`src/rtl/irq_vec_pkg.sv`:
```
package irq_vec_pkg;
    localparam int ADDR_W = 6;
    localparam int DATA_W = 32;
    localparam int VEC_W  = 8;
    localparam int LANES  = DATA_W / VEC_W;

    localparam logic [ADDR_W-1:0] A_ID      = 6'd0;
    localparam logic [ADDR_W-1:0] A_UEN     = 6'd1;
    localparam logic [ADDR_W-1:0] A_UEN_SET = 6'd2;
    localparam logic [ADDR_W-1:0] A_UEN_CLR = 6'd3;
    localparam logic [ADDR_W-1:0] A_CEN     = 6'd4;
    localparam logic [ADDR_W-1:0] A_CEN_SET = 6'd5;
    localparam logic [ADDR_W-1:0] A_CEN_CLR = 6'd6;
    localparam logic [ADDR_W-1:0] A_UREQ    = 6'd8;
    localparam logic [ADDR_W-1:0] A_CREQ    = 6'd9;
    localparam logic [ADDR_W-1:0] A_UPEND   = 6'd10;
    localparam logic [ADDR_W-1:0] A_CPEND   = 6'd11;
    localparam int                UTBL_BASE = 16;
    localparam int                CTBL_BASE = 24;

    typedef logic [VEC_W-1:0] vec_t;

    typedef enum logic [1:0] {
        EN_NONE,
        EN_LOAD,
        EN_SET,
        EN_CLR
    } en_op_e;

    // word address holding entry k of a table starting at base
    function automatic logic [ADDR_W-1:0] tbl_word(input int base, input int k);
        return ADDR_W'(base + k / LANES);
    endfunction

    function automatic int tbl_lsb(input int k);
        return (k % LANES) * VEC_W;
    endfunction
endpackage

```
`src/rtl/irqv_regs.sv`:
```
module irqv_regs
    import irq_vec_pkg::*;
#(
    parameter int               NUM_USER = 16,
    parameter int               NUM_CHAN = 8,
    parameter logic [DATA_W-1:0] ID_VALUE = 32'h5A17_0100
) (
    input  logic                     clk,
    input  logic                     rst,
    input  logic                     we,
    input  logic [ADDR_W-1:0]        addr,
    input  logic [DATA_W-1:0]        wdata,
    input  logic [NUM_USER-1:0]      user_req,
    input  logic [NUM_CHAN-1:0]      chan_req,
    output logic [DATA_W-1:0]        rdata,
    output logic [NUM_USER-1:0]      user_en,
    output logic [NUM_CHAN-1:0]      chan_en,
    output logic [NUM_USER-1:0][VEC_W-1:0] user_vec,
    output logic [NUM_CHAN-1:0][VEC_W-1:0] chan_vec
);
    en_op_e uop, cop;

    always_comb begin
        uop = EN_NONE;
        cop = EN_NONE;
        if (we) begin
            case (addr)
                A_UEN:     uop = EN_LOAD;
                A_UEN_SET: uop = EN_SET;
                A_UEN_CLR: uop = EN_CLR;
                A_CEN:     cop = EN_LOAD;
                A_CEN_SET: cop = EN_SET;
                A_CEN_CLR: cop = EN_CLR;
                default: ;
            endcase
        end
    end

    always_ff @(posedge clk) begin
        if (rst) begin
            user_en <= '0;
            chan_en <= '0;
        end else begin
            case (uop)
                EN_LOAD: user_en <= wdata[NUM_USER-1:0];
                EN_SET:  user_en <= user_en | wdata[NUM_USER-1:0];
                EN_CLR:  user_en <= user_en & ~wdata[NUM_USER-1:0];
                default: ;
            endcase
            case (cop)
                EN_LOAD: chan_en <= wdata[NUM_CHAN-1:0];
                EN_SET:  chan_en <= chan_en | wdata[NUM_CHAN-1:0];
                EN_CLR:  chan_en <= chan_en & ~wdata[NUM_CHAN-1:0];
                default: ;
            endcase
        end
    end

    for (genvar k = 0; k < NUM_USER; k++) begin : g_uvec
        always_ff @(posedge clk) begin
            if (rst)
                user_vec[k] <= '0;
            else if (we && addr == tbl_word(UTBL_BASE, k))
                user_vec[k] <= wdata[tbl_lsb(k) +: VEC_W];
        end
    end

    for (genvar k = 0; k < NUM_CHAN; k++) begin : g_cvec
        always_ff @(posedge clk) begin
            if (rst)
                chan_vec[k] <= '0;
            else if (we && addr == tbl_word(CTBL_BASE, k))
                chan_vec[k] <= wdata[tbl_lsb(k) +: VEC_W];
        end
    end

    always_comb begin
        rdata = '0;
        case (addr)
            A_ID:                             rdata = ID_VALUE;
            A_UEN, A_UEN_SET, A_UEN_CLR:      rdata[NUM_USER-1:0] = user_en;
            A_CEN, A_CEN_SET, A_CEN_CLR:      rdata[NUM_CHAN-1:0] = chan_en;
            A_UREQ:                           rdata[NUM_USER-1:0] = user_req;
            A_CREQ:                           rdata[NUM_CHAN-1:0] = chan_req;
            A_UPEND:                          rdata[NUM_USER-1:0] = user_req & user_en;
            A_CPEND:                          rdata[NUM_CHAN-1:0] = chan_req & chan_en;
            default: begin
                for (int k = 0; k < NUM_USER; k++)
                    if (addr == tbl_word(UTBL_BASE, k))
                        rdata[tbl_lsb(k) +: VEC_W] = user_vec[k];
                for (int k = 0; k < NUM_CHAN; k++)
                    if (addr == tbl_word(CTBL_BASE, k))
                        rdata[tbl_lsb(k) +: VEC_W] = chan_vec[k];
            end
        endcase
    end

    AST_UEN_SET_ORS: assert property (@(posedge clk) disable iff (rst)
        (we && addr == A_UEN_SET) |=>
        ((user_en & $past(wdata[NUM_USER-1:0])) == $past(wdata[NUM_USER-1:0])));
    AST_CEN_CLR_ANDS: assert property (@(posedge clk) disable iff (rst)
        (we && addr == A_CEN_CLR) |=>
        ((chan_en & $past(wdata[NUM_CHAN-1:0])) == '0));
endmodule

```
`src/rtl/irqv_edge.sv`:
```
module irqv_edge #(
    parameter int N = 24
) (
    input  logic         clk,
    input  logic         rst,
    input  logic [N-1:0] pend,
    input  logic [N-1:0] grant,
    output logic [N-1:0] queued
);
    logic [N-1:0] pend_prev;
    logic [N-1:0] rise;

    assign rise = pend & ~pend_prev;

    always_ff @(posedge clk) begin
        if (rst) begin
            pend_prev <= '0;
            queued    <= '0;
        end else begin
            pend_prev <= pend;
            queued    <= (queued & ~grant) | rise;
        end
    end

    for (genvar i = 0; i < N; i++) begin : g_chk
        AST_QUEUE_NEEDS_EDGE: assert property (@(posedge clk) disable iff (rst)
            $rose(queued[i]) |-> $past(rise[i]));
        AST_GRANT_CONSUMES: assert property (@(posedge clk) disable iff (rst)
            grant[i] |=> (!queued[i] || $past(rise[i])));
    end
endmodule

```
`src/rtl/irqv_arb.sv`:
```
module irqv_arb
    import irq_vec_pkg::*;
#(
    parameter int N = 24
) (
    input  logic                  clk,
    input  logic                  rst,
    input  logic [N-1:0]          queued,
    input  logic [N-1:0][VEC_W-1:0] vec_tbl,
    input  logic                  out_ready,
    output logic [N-1:0]          grant,
    output logic                  out_valid,
    output vec_t                  out_vec
);
    logic load_ok;
    logic found;
    vec_t sel_vec;

    assign load_ok = !out_valid || out_ready;

    // index 0 has the highest priority
    always_comb begin
        grant   = '0;
        found   = 1'b0;
        sel_vec = '0;
        for (int i = 0; i < N; i++) begin
            if (queued[i] && !found) begin
                found   = 1'b1;
                grant[i] = load_ok;
                sel_vec = vec_tbl[i];
            end
        end
    end

    always_ff @(posedge clk) begin
        if (rst) begin
            out_valid <= 1'b0;
            out_vec   <= '0;
        end else if (load_ok) begin
            out_valid <= found;
            if (found)
                out_vec <= sel_vec;
        end
    end

    AST_GRANT_ONEHOT: assert property (@(posedge clk) disable iff (rst)
        $onehot0(grant));
    AST_HOLD_STABLE: assert property (@(posedge clk) disable iff (rst)
        (out_valid && !out_ready) |=> (out_valid && $stable(out_vec)));
    AST_VALID_FROM_GRANT: assert property (@(posedge clk) disable iff (rst)
        $rose(out_valid) |-> $past(|grant));
endmodule

```
`src/rtl/irq_vec_mapper.sv`:
```
module irq_vec_mapper
    import irq_vec_pkg::*;
#(
    parameter int               NUM_USER = 16,
    parameter int               NUM_H2C  = 4,
    parameter int               NUM_C2H  = 4,
    parameter logic [31:0]      ID_VALUE = 32'h5A17_0100
) (
    input  logic                clk,
    input  logic                rst,
    input  logic [NUM_USER-1:0] user_irq,
    input  logic [NUM_H2C-1:0]  h2c_irq,
    input  logic [NUM_C2H-1:0]  c2h_irq,
    input  logic                reg_we,
    input  logic [5:0]          reg_addr,
    input  logic [31:0]         reg_wdata,
    output logic [31:0]         reg_rdata,
    output logic                msg_valid,
    input  logic                msg_ready,
    output logic [7:0]          msg_vec
);
    localparam int NUM_CHAN = NUM_H2C + NUM_C2H;
    localparam int NUM_SRC  = NUM_CHAN + NUM_USER;

    logic [NUM_USER-1:0]             user_req_q, user_en;
    logic [NUM_CHAN-1:0]             chan_req_q, chan_en;
    logic [NUM_USER-1:0][VEC_W-1:0]  user_vec;
    logic [NUM_CHAN-1:0][VEC_W-1:0]  chan_vec;
    logic [NUM_SRC-1:0]              src_pend, src_grant, src_queued;
    logic [NUM_SRC-1:0][VEC_W-1:0]   src_vec;

    // host-to-card channels take the low channel numbers
    always_ff @(posedge clk) begin
        if (rst) begin
            user_req_q <= '0;
            chan_req_q <= '0;
        end else begin
            user_req_q <= user_irq;
            chan_req_q <= {c2h_irq, h2c_irq};
        end
    end

    irqv_regs #(
        .NUM_USER (NUM_USER),
        .NUM_CHAN (NUM_CHAN),
        .ID_VALUE (ID_VALUE)
    ) u_regs (
        .clk      (clk),
        .rst      (rst),
        .we       (reg_we),
        .addr     (reg_addr),
        .wdata    (reg_wdata),
        .user_req (user_req_q),
        .chan_req (chan_req_q),
        .rdata    (reg_rdata),
        .user_en  (user_en),
        .chan_en  (chan_en),
        .user_vec (user_vec),
        .chan_vec (chan_vec)
    );

    // channel sources occupy the low (higher priority) source indices
    assign src_pend = {user_req_q & user_en, chan_req_q & chan_en};
    assign src_vec  = {user_vec, chan_vec};

    irqv_edge #(.N(NUM_SRC)) u_edge (
        .clk    (clk),
        .rst    (rst),
        .pend   (src_pend),
        .grant  (src_grant),
        .queued (src_queued)
    );

    irqv_arb #(.N(NUM_SRC)) u_arb (
        .clk       (clk),
        .rst       (rst),
        .queued    (src_queued),
        .vec_tbl   (src_vec),
        .out_ready (msg_ready),
        .grant     (src_grant),
        .out_valid (msg_valid),
        .out_vec   (msg_vec)
    );
endmodule

```
`config.mk`:
```
export PLATFORM = sky130hd
export DESIGN_NAME = irq_vec_mapper
export DESIGN_NICKNAME = d
export VERILOG_FILES = /design/src/rtl/irq_vec_pkg.sv /design/src/rtl/irqv_regs.sv /design/src/rtl/irqv_edge.sv /design/src/rtl/irqv_arb.sv /design/src/rtl/irq_vec_mapper.sv
export SDC_FILE = /design/constraint.sdc
export NUM_CORES = 1
export LEC_CHECK = 0
export ABC_AREA = 0
export BUFFER_PORTS_ARGS = -buffer_cell sky130_fd_sc_hd__buf_2
export CORE_MARGIN = 4
export CORE_UTILIZATION = 31
export CTS_CLUSTER_DIAMETER = 80
export DETAILED_ROUTE_END_ITERATION = 10
export PLACE_DENSITY = 0.47
export SYNTH_ARGS = -nofsm -noshare
export SYNTH_HDL_FRONTEND = slang
export SYNTH_SLANG_ARGS = --single-unit
```
`constraint.sdc`:
```
create_clock -name clk -period 2.8 [get_ports clk]
set_clock_uncertainty 0.05 [all_clocks]
set_input_delay 0.28 -clock clk [delete_from_list [all_inputs] [get_ports clk]]
set_output_delay 0.28 -clock clk [all_outputs]
set_load 0.01 [all_outputs]
```
==> reports/metrics.csv <==
stage;metric;value;unit
outcome;status;completed;
placed_design;Placed Instance Area;15780;sq um
synth;adder-cell share of the synthesized area;0;%
synth;mux share of post-synthesis cell area;5.095;%
global_routing;initial antenna violation count;0;
worst_hold_path;Worst Hold Depth;3;
synth;EDFF count, synth;0;
power_and_ir_drop;sequential share of power;45.7;%
timing;setup tns final;0;ns
die;Initial Utilization;31.47;%
global_routing;number of global-route vias before repair;13480;
cts;CTS Buffer Depth;3;
synth;Yosys warning count;0;
synth;register bit total from synthesis;297;
cells_and_area;Layout Nets;2057;
synth;post-synth top area cell;dfxtp_1;
synth;main combinational cell family by area after synthesis;simple AND/OR/NAND/NOR gates;
setup_path;critical path launch point;u_regs.user_vec[96];
timing;slew margin rel.;38.94;%
power_and_ir_drop;Pleak;6.140;nW
synth;Synth Area in Compound Gates;23.57;%
routing;WL/cell;25.41;um
global_routing;largest net degree at the start of global routing;192;
power_and_ir_drop;Pint;7.102;mW
timing;minimum clock period;2.731;ns
synth;Post-Syn Area per Cell;7.597;sq um
timing;worst-margin pin slew;0.9159;ns
global_routing;gr usage total;25.62;%
setup_path;Worst setup EP type;output port;
die;die area;49770;sq um
power_and_ir_drop;Switching Share;24.77;%
synth;Syn Inst Count;1888;
timing;RSZ-0062 raised after global routing;no;
timing;final setup fails;0;
flow_run;number of max-cap violations;0;
placed_design;Final Wtd Congestion;0.9887;
cells_and_area;Layout area overhead;20.47;%
power_and_ir_drop;PD cells;546.3;nW/um^2
die;core footprint;45580;sq um
cells_and_area;Core Util, Final;37.91;%
setup_path;Startpoint Class;register;
synth;post-synth top area share;41.46;%
worst_hold_path;Hold Path Class;in2reg;
placed_design;Buffers on Ports;106;
cts;Skew-Pair Late Insertion Delay;0.55;ns
timing;Final Hold Fails;0;
cts;TritonCTS Sinks;297;
synth;top_reg_cell synth;dfxtp_1;
routing;DRT iter0 DRCs;1962;
die;Row Count;78;
setup_path;Reg2Reg Depth;7;
setup_path;Required @ worst endpoint;2.47;ns
cts;CTS clk-pin slew, worst paths;0.06;ns
placed_design;DPL Wire Length;48.45;mm
routing;Post-DRT Antenna Nets;0;
timing;final hold slack;0.02770;ns
cts;CTS Buf Count;37;
power_and_ir_drop;power share of the combinational group;5.7;%
routing;Post-Route WL;66.52;mm
routing;via count;14820;
synth;Mapped Nets;1954;
synth;ys async rst share;0;%
routing;vias per inst;5.659;
synth;Post-Synthesis Cell Area;14340;sq um
synth;register area share after synthesis;41.46;%
synth;Post-Synth Simple-Gate Area;24.16;%
cts;CTS tree;built;
timing;crit share post-route;97.54;%
setup_path;Crit Path Category;reg2out;
setup_path;Reg-to-Reg End;u_arb.out_vec[6];
cells_and_area;design area;17280;sq um
global_routing;total global routing overflow;0;
die;chip width;223.1;um
cts;Root Buffer;clkbuf_16;
global_routing;first-pass GRT wire length;95.48;mm
synth;top post-synthesis cells by area;dfxtp_1 (41%), nand2_1 (14%), a21oi_1 (11%);
setup_path;FF-to-FF Start;u_edge.queued[1];
setup_path;Critical Path Fanout Max;3;
cts;Max H-tree Level;2;
routing;DR DRC count;0;
synth;Post-Synth XOR/XNOR Area;0;%
timing;Fmax;366.2;MHz
power_and_ir_drop;Psw;2.338;mW
timing;Final Max Slew Viols;0;
setup_path;R2R setup slack;0.08;ns
power_and_ir_drop;clock power share;48.7;%
setup_path;WP data arrival;2.40;ns
synth;post-synthesis cell type count;60;
power_and_ir_drop;VDD IR max;525.7;uV
cells_and_area;layout cell share with drive strength beyond 1;14.82;%
setup_path;CP Capture Point;reg_rdata[0];
die;Die Ht;223.1;um
die;boundary pin count;107;
routing;DR pass1 iterations;10;
-- worst min-delay path by stage --
stage,startpoint,end
2_1_floorplan,u_edge.pend_prev[10],u_edge.queued[10]
3_3_place_gp,u_edge.pend_prev[21],u_edge.queued[21]
3_5_place_dp,u_edge.pend_prev[12],u_edge.queued[12]
4_1_cts,reg_wdata[19],u_regs.user_vec[115]
5_1_grt,reg_wdata[29],u_regs.user_vec[125]
6_report,reg_wdata[15],u_regs.user_vec[47]
-- per-stage QoR --
| step | worst slack, ns | total power, mW | cells |
|---|---|---|---|
| after floorplan | 0.3918 | 4.631 | 1888 |
| after global placement | 0.2056 | 4.885 | 2516 |
| after detailed placement | 0.1592 | 4.888 | 2516 |
| after CTS | 0.09515 | 9.495 | 2617 |
| after global routing | 0.006765 | 9.692 | 2617 |
| final | 0.06896 | 9.440 | 2618 |
-- worst max-delay path: stages, from the launching register on --
cell and delay (ns):
dfxtp_1 0.39, mux4_2 0.54, a222oi_1 0.57, a21oi_1 0.18, buf_2 0.17
-- what timing repair did --
item,4_1_cts,5_1_grt
endpoints found under the setup margin,0,1
hold endpoints to repair,83,0
hold buffers,36,0
buffers inserted,0,0
resized for setup,0,1
-- power groups by stage --
stage / logic [mW] / registers, mW / clock network (mW)
3_3_place_gp: 0.483 / 4.40 / 0
4_1_cts: 0.527 / 4.31 / 4.66
3_5_place_dp: 0.487 / 4.40 / 0
2_1_floorplan: 0.254 / 4.38 / 0
5_1_grt: 0.568 / 4.31 / 4.81
6_report: 0.534 / 4.31 / 4.59
-- cells by family (layout without fill, tap and decap cells) --
family / count (synthesis) / in the layout
AO/OA/AOI/OAI: 556 / 556
buffers and inverters: 210 / 339
flip-flops: 297 / 297
multiplexers: 33 / 33
other: 0 / 1
AND/OR/NAND/NOR: 792 / 792
-- cells in the mapped netlist, types with 10 or more instances --
library cell    n
o22ai_1        13
inv_1          46
buf_2          10
nand2_1       542
and3_1         15
a31oi_1        12
nor2_1         85
a222oi_1       31
o211ai_1       12
clkbuf_1      142
a221oi_1       11
o21ai_0        62
dfxtp_1       297
o21ai_1        10
nand3_1        14
or3_1          11
nand3b_1       16
a21oi_1       302
nor2b_1        56
nor3_1         11
mux4_2         32
o31ai_1        19
a211oi_1       24
nand2b_1       13
-- cell type report --
| class | count | area, sq um |
|---|---|---|
| fillers | 4668 | 28300 |
| clock inverters | 9 | 55.05 |
| multi-input cells | 1381 | 7605 |
| flip-flops and latches | 297 | 5946 |
| repair buffers | 228 | 1670 |
| well taps | 600 | 750.7 |
| diodes | 1 | 2.502 |
| clock buffers | 56 | 1077 |
| inverters | 46 | 172.7 |
-- registers in the layout, summed over array words and instances (netlist names) --
signal            cells
u_edge.queued        24
chan_req_q            8
u_arb.out_valid       1
u_regs.user_en       16
u_regs.user_vec     128
u_regs.chan_en        8
u_edge.pend_prev     24
user_req_q           16
u_arb.out_vec         8
u_regs.chan_vec      64
-- cells in the final DEF (no fill, tap or decap), types with 7 or more instances in the layout --
cell and n:
dlygate4sd3_1 36, clkbuf_16 37, a2111oi_0 9, nor3_1 8, and3_1 15, nand2b_1 13, a32o_1 8, a22oi_1 7
clkbuf_1 11, inv_1 46, nor2_1 80, nand3b_1 16, a31oi_1 12, o21ai_0 62, a222oi_1 31, buf_2 105
o31ai_1 19, dfxtp_1 297, a21oi_1 302, buf_12 10, a211oi_1 24, buf_4 76, o22ai_1 13, o211ai_1 12
or3_1 11, nand3_1 14, clkbuf_8 9, o21ai_1 10, a211o_1 7, nor2b_1 56, mux4_2 32, a221oi_1 11
a311oi_1 8, nand2_1 542
-- routing by layer --
metal / up-vias / track usage (%) / wire [um]
met5: - / 0 / 0
met4: 0 / 8.352 / 2081
met3: 95 / 3.882 / 5369
met2: 687 / 40.21 / 29940
met1: 7242 / 36.24 / 29130
li1: 6791 / - / -
(Power assumes the default switching activity.)
